$ cat config.mk
export PLATFORM = sky130hd
export DESIGN_NAME = oof_monitor
export DESIGN_NICKNAME = d
export VERILOG_FILES = /design/src/rtl/oof_monitor.sv
export SDC_FILE = /design/constraint.sdc
export NUM_CORES = 1
export LEC_CHECK = 0
export ABC_AREA = 0
export CAP_MARGIN = 20
export CORE_ASPECT_RATIO = 1.5
export CORE_MARGIN = 2
export CORE_UTILIZATION = 40
export CTS_BUF_LIST = sky130_fd_sc_hd__clkbuf_4 sky130_fd_sc_hd__clkbuf_8
export DETAILED_ROUTE_END_ITERATION = 16
export SYNTH_ARGS = -nofsm -noshare
export SYNTH_HDL_FRONTEND = slang
export SYNTH_SLANG_ARGS = --single-unit
$ cat constraint.sdc
create_clock -name clk -period 4.5 [get_ports clk]
set_input_delay 0.45 -clock clk [delete_from_list [all_inputs] [get_ports clk]]
set_output_delay 0.45 -clock clk [all_outputs]
set_load 0.05 [all_outputs]
$ cat src/rtl/oof_monitor.sv
module oof_monitor #(
  parameter int FWIN  = 16,
  parameter int FTHR  = 3,
  parameter int MWIN  = 3,
  parameter int MTHR  = 2,
  parameter int E3RUN = 4
) (
  input  logic clk,
  input  logic rst_n,
  input  logic e3_mode,
  input  logic fbit_stb,
  input  logic fbit_err,
  input  logic mframe_stb,
  input  logic mframe_err,
  input  logic fas_stb,
  input  logic fas_err,
  input  logic reframe_done,
  output logic oof,
  output logic reframe_req
);
  localparam int CW = $clog2(E3RUN + 1);
  localparam logic [CW-1:0] RUN_TOP = E3RUN[CW-1:0];

  logic [FWIN-1:0] fh;
  logic [MWIN-1:0] mh;
  logic [CW-1:0]   run;

  wire f_go = ~e3_mode & fbit_stb;
  wire m_go = ~e3_mode & mframe_stb;
  wire e_go =  e3_mode & fas_stb;

  wire [FWIN-1:0] fh_nx  = {fh[FWIN-2:0], fbit_err};
  wire [MWIN-1:0] mh_nx  = {mh[MWIN-2:0], mframe_err};
  wire [CW-1:0]   run_nx = !fas_err ? '0 : (run == RUN_TOP) ? run : run + 1'b1;

  wire f_hit = f_go && ($countones(fh_nx) >= FTHR);
  wire m_hit = m_go && ($countones(mh_nx) >= MTHR);
  wire e_hit = e_go && (run_nx == RUN_TOP);
  wire hit   = f_hit | m_hit | e_hit;

  always_ff @(posedge clk) begin
    if (!rst_n || reframe_done) begin
      fh          <= '0;
      mh          <= '0;
      run         <= '0;
      oof         <= 1'b0;
      reframe_req <= 1'b0;
    end else begin
      reframe_req <= hit & ~oof;
      if (hit)  oof <= 1'b1;
      if (f_go) fh  <= fh_nx;
      if (m_go) mh  <= mh_nx;
      if (e_go) run <= run_nx;
    end
  end
endmodule


==> results.md, run 1 <==
- Initial Utilization: 41.9%
- Worst-Skew Late Latency: 260 ps
- H-tree lvl count: 1
- Total Routed Length: 2.24 mm
- Worst-Margin Slew: 829 ps
- Fin crit share: 95.0%
- CP Launch Type: input port
- Die outline height: 74.1 um
- WL/cell: 11.0 um
- Sw Share: 22.2%
- Area Overhead vs Synth: 14.0%
- Die X: 50.8 um
- Drt initial violations: 11
- DRT Pass-1 Iters: 4
- Ys async rst share: 0%
- Logic pwr share: 8.4%
- Post-route cell area: 1500 um^2
- Register area share after synthesis: 33.6%
- Postcts setup bufs: 0
- Setup violators final: 0
- EDFF count, synth: 0
- Switch Pwr: 76.5 uW
- RSZ-0062 raised after global routing: no
- Die outline area: 3760 um^2
- Post-Syn Area: 1310 um^2
- N_diodes: 0
- CP required: 4610 ps
- Pwr Density: 231 nW/um^2
- Pwr Total: 345 uW
- Hold Path Class: reg -> reg
- Cell variety after synth: 27
- Final nets: 193
- Lkg Pwr: 0.557 nW
- Main synth FF type: dfxtp_1
- Area share of the largest cell type after synthesis: 33.6%
- Status: complete, no violations
- CTS tree: built
- Clock skew: 1.49 ps
- Max-Cap Viols: 0
- First-pass GRT wire length: 4.04 mm
- Critical Path Fanout Max: 2
- Grt ovf: 0
- Max Slew Vio Count: 0
- Most common cell after layout, fill and taps aside: nand2_1
- Largest area contributor in the synthesized netlist: dfxtp_1
- Post_cts resized: 0
- Yosys reg bits: 22
- Largest net degree at the start of global routing: 23
- Clock power share: 34.9%
- # hold bufs at CTS: 0
- Net Count, Synth: 182
- Std-Cell Core Area: 3130 um^2
- Arrival @ worst endpoint: 4390 ps
- Yosys warns: 0
- Max VDD drop: 0.000152 V
- Post-DRT Antenna Nets: 0
- Num CTS Buffers: 3
- Routability congestion estimate: 0.736
- Most frequent cells in the layout: nand2_1 (32), inv_1 (28), dfxtp_1 (22), a21oi_1 (19), clkdlybuf4s50_1 (11)
- Row count: 25
- Drc violations: 0
- CTS root buf: clkbuf_8
- Syn Area/Cell: 8.51 um^2
- Vias in the first global route: 993
- Hpwl dp: 1.80 mm
- Via count: 967
- Initial antenna violation count: 0
- DR vias/cell: 4.76
- Slew margin rel.: 44.7%
- Final hold vios: 0
- Crit Path Category: in -> reg
- Clk sinks: 22
- Reg clk slew, reported paths: 70 ps
- Crit path time final: 4280 ps
- CP Capture Type: flip-flop
- Area after DPL: 1440 um^2
- Boundary Pins: 12
- Port bufs: 11
- Sequential Power Share: 56.7%
- Dominant cells by area after synthesis: dfxtp_1 (34%), fa_1 (15%), nand2_1 (9.2%), inv_1 (8.0%), ha_1 (7.6%)
- Layout cells sized above 1: 6.75%
- Max clock buf depth: 2
- GRT Util Overall: 14.2%
- Fmax: 234 MHz
- Post-Syn Instances: 154
- Pint: 268 uW
-- cell usage after synthesis, types with 2 or more instances --
master     n
fa_1      10
nor2b_1    2
ha_1       8
clkbuf_1   2
nand2b_1   3
buf_2      3
mux2i_1    3
dfxtp_1   22
nand2_1   32
inv_1     28
a21oi_1   19
nor2_1     7
-- per-layer routing --
layer	global-route usage [%]	part of all wire [%]
met5	0	0
met4	8.11	2.4
met3	2.41	2.2
met2	25.3	52
met1	16.0	44
-- worst max-delay path: stages --
cell and delay (ps):
clkdlybuf4s50_1 480, inv_1 60, fa_1 470, fa_1 540
fa_1 430, fa_1 490, inv_1 50, ha_1 200
fa_1 450, a211oi_2 250, a21oi_2 80, a311oi_2 300
a31oi_1 130
-- logic make-up (layout without fill, tap and decap cells) --
| group | count (synthesis) | after routing | synth area share, % |
|---|---|---|---|
| compound gates | 28 | 28 | 13.7 |
| fa+ha+maj | 18 | 18 | 22.9 |
| buf+inv | 34 | 43 | 10.3 |
| flops | 22 | 22 | 33.6 |
| mux | 3 | 3 | 2.29 |
| simple gates | 49 | 49 | 17.2 |
-- area by class of cell --
class / count / area (um^2)
timing repair buffer: 12 / 118
sequential: 22 / 440
multi-input combinational: 98 / 741
tap: 40 / 50.0
clock buffer: 3 / 41.3
fill: 319 / 1630
inverter: 28 / 105
-- stage by stage --
| step | hold slack (ps) | std cells | utilization [%] | setup WS (ps) | setup TNS [ps] |
|---|---|---|---|---|---|
| after floorplan | 436 | 154 | - | 533 | 0 |
| after global placement | 446 | 199 | 46.1 | -143 | -270 |
| after detailed placement | 461 | 199 | 46.1 | -187 | -360 |
| after CTS | 473 | 202 | 47.4 | 61.6 | 0 |
| after global routing | 483 | 203 | 47.8 | 58.5 | 0 |
| final | 467 | 203 | 47.8 | 225 | 0 |
-- final timing paths --
check / cells past startpoint / slack, ps / from / to
setup / recovery: 13 / 220 / fbit_err / oof
hold / removal: 2 / 470 / fh[14] / fh[14]
setup reg to reg: 12 / 490 / fh[2] / oof
hold reg to reg: 2 / 470 / fh[14] / fh[14]
-- power by group through the flow --
stage / clock network [mW] / registers [mW] / logic (mW)
after floorplan: 0 / 0.200 / 0.0175
after detailed placement: 0 / 0.200 / 0.0284
after CTS: 0.124 / 0.196 / 0.0285
after global placement: 0 / 0.200 / 0.0276
after global routing: 0.131 / 0.196 / 0.0325
final: 0.120 / 0.196 / 0.0288
-- sequential cells by signal (all words and copies together) (netlist names) --
register,flops
mh,2
reframe_req,1
run,3
oof,1
fh,15
Power figures use the tool's default switching activity.
==> run 2, diff against run 1 <==
==> constraint.sdc (replaced) <==
create_clock -name clk -period 5.5 [get_ports clk]
set_input_delay 0.55 -clock clk [delete_from_list [all_inputs] [get_ports clk]]
set_output_delay 0.55 -clock clk [all_outputs]
set_load 0.01 [all_outputs]
==> run 2 against run 1 <==
Combinational power down 18%; critical path depth unchanged; global-route usage about the same; critical path type unchanged; largest cell class unchanged; largest power group unchanged; highest routed layer unchanged.
==> results.md, run 2 (synthesis gave the netlist of run 1 again) <==
- Non-Filler Instances: 203 (unchanged)
- Pwr Density: 188 nW/um^2 (-19%)
- Origin of the worst setup path: fbit_err
- Via count: 978 (+1.1%)
- Slowest CP cell: fa_1
- Reg with most FFs: fh
- Post-DRT Antenna Nets: 0 (unchanged)
- Fmax: 220 MHz
- Max Slew Vio Count: 0 (unchanged)
- CP Launch Type: input port
- CP Cell Sequence: clkdlybuf4s50_1 > inv_1 > fa_1 > fa_1 > fa_1 > fa_1 > inv_1 > ha_1 > fa_1 > a211oi_1 > a21oi_2 > a311oi_2 > a31oi_1
- Critical Path Fanout Max: 2 (unchanged)
- WL/cell: 11.2 um (+1.6%)
- Drt initial violations: 18 (+7)
- Max-Cap Viols: 0 (unchanged)
- Status: complete, no violations
- CTS tree: built
- Num CTS Buffers: 3 (unchanged)
- Clock skew: 4.94 ps (+3.46 ps)
- Area after DPL: 1440 um^2 (unchanged)
- RSZ-0062 raised after global routing: no
- Hpwl dp: 1.83 mm (+1.9%)
- Clock power share: 34.4% (-0.5 points)
- Switch Pwr: 60.5 uW (-21%)
- Setup violators final: 0 (unchanged)
- Most frequent cells in the layout: nand2_1 (32), inv_1 (28), dfxtp_1 (22), a21oi_1 (19), clkdlybuf4s50_1 (11)
- DRT Pass-1 Iters: 4 (unchanged)
- Fin crit share: 82.5%
- H-tree lvl count: 1 (unchanged)
- Worst-Skew Late Latency: 260 ps (about the same)
- Number of flip-flops in the largest register: 15 (unchanged)
- Worst-Margin Slew: 818 ps (-11.0 ps)
- Crit path buf inv count: 3 (unchanged)
- Std-Cell Core Area: 3130 um^2 (unchanged)
- Initial Utilization: 41.9% (unchanged)
- Largest net degree at the start of global routing: 23 (unchanged)
- Post_cts resized: 0 (unchanged)
- Hold Path Class: reg -> reg
- Hold slack: 472 ps (+5.14 ps)
- Reg-to-Reg Start: fh[0]
- Post-route cell area: 1490 um^2 (-0.33%)
- Max VDD drop: 0.000136 V (-10%)
- Total Routed Length: 2.28 mm (+1.6%)
- Sw Share: 21.6% (-0.58 points)
- Vias in the first global route: 981 (-1.2%)
- First-pass GRT wire length: 4.03 mm (-0.17%)
- Final hold vios: 0 (unchanged)
- CTS root buf: clkbuf_8
- Layout cells sized above 1: 6.13% (-0.61 points)
- Row count: 25 (unchanged)
- Most common cell after layout, fill and taps aside: nand2_1
- CP Capture Type: flip-flop
- Kind of cell adding the most delay to the critical path: adder cells
- Port bufs: 11 (unchanged)
- Reg clk slew, reported paths: 70 ps (about the same)
- Crit Path Category: in -> reg
- Arrival @ worst endpoint: 4650 ps (+260 ps)
- Sequential Power Share: 57.2% (+0.5 points)
- Clk sinks: 22 (unchanged)
- Final nets: 193 (unchanged)
- N_diodes: 0 (unchanged)
- Largest stage delay on the critical path: 570 ps (+30 ps)
- Crit path top cell by count: fa_1
- Slew margin rel.: 45.4% (+0.73 points)
- Grt ovf: 0 (unchanged)
- Die outline height: 74.1 um (unchanged)
- # hold bufs at CTS: 0 (unchanged)
- Post-layout util: 47.6% (-0.16 points)
- Die X: 50.8 um (unchanged)
- Placed cell count: 199 (unchanged)
- Logic pwr share: 8.4% (about the same)
- Postcts setup bufs: 0 (unchanged)
- DR vias/cell: 4.82 (+1.1%)
- Initial antenna violation count: 0 (unchanged)
- Pint: 220 uW (-18%)
- Boundary Pins: 12 (unchanged)
- Largest regs: fh x15, run x3, mh x2
- HP Start: fh[8]
- Drc violations: 0 (unchanged)
- Routability congestion estimate: 0.734 (-0.26%)
- Worst reg-to-reg setup slack: 1410 ps (+920 ps)
- Crit path time final: 4540 ps
- Max clock buf depth: 2 (unchanged)
- Area Overhead vs Synth: 13.6%
- Lkg Pwr: 0.556 nW (-0.20%)
- CP required: 5610 ps (+1000 ps)
- GRT Util Overall: 14.2% (-0.018 points)
- Die outline area: 3760 um^2 (unchanged)
- Setup TNS: 0 ps (unchanged)
run 2: cell types whose count changed in the layout (fill, tap and decap cells not counted):
cell and change:
a211oi_2 -1, a211oi_1 +1
run 2: worst paths after layout:
check | endpoint | cells after the start
worst max-delay path | oof | 13
worst min-delay path | fh[9] | 2
worst max register to register | oof | 12
worst min register to register | fh[9] | 2
run 2: final cells by class:
cell class / count / area [um^2]
multi-input combinational: 98 / 736
timing repair buffer: 12 / 118
fill: 313 / 1640
sequential: 22 / 440
inverter: 28 / 105
tap: 40 / 50.0
clock buffer: 3 / 41.3
run 2: layer usage:
layer	vias to the layer above	global-route usage [%]	part of all wire (%)
met4	0	7.21	1.9
met5	-	0	0
met3	5	1.81	2.5
li1	503	-	-
met2	12	26.3	53
met1	458	15.8	42
run 2: metrics by stage:
| stage | total power, mW | setup slack [ps] |
|---|---|---|
| 2_1_floorplan | 0.178 | 1430 |
| 3_3_place_gp | 0.186 | 754 |
| 3_5_place_dp | 0.187 | 685 |
| 4_1_cts | 0.284 | 954 |
| 5_1_grt | 0.292 | 817 |
| 6_report | 0.280 | 964 |
run 2: power by group through the flow:
stage | clock (mW) | combinational [mW] | sequential, mW
5_1_grt | 0.106 | 0.0263 | 0.160
6_report | 0.0963 | 0.0235 | 0.160
2_1_floorplan | 0 | 0.0143 | 0.164
3_3_place_gp | 0 | 0.0225 | 0.164
3_5_place_dp | 0 | 0.0233 | 0.164
4_1_cts | 0.100 | 0.0233 | 0.160
run 2: worst register-to-register path: cells and delay by family (launching register included):
| kind | cells | cell delay [ps] |
|---|---|---|
| AOI/OAI and AO/OA | 4 | 870 |
| adders and majority gates | 6 | 2620 |
| buffers and inverters | 2 | 110 |
| DFF | 1 | 350 |
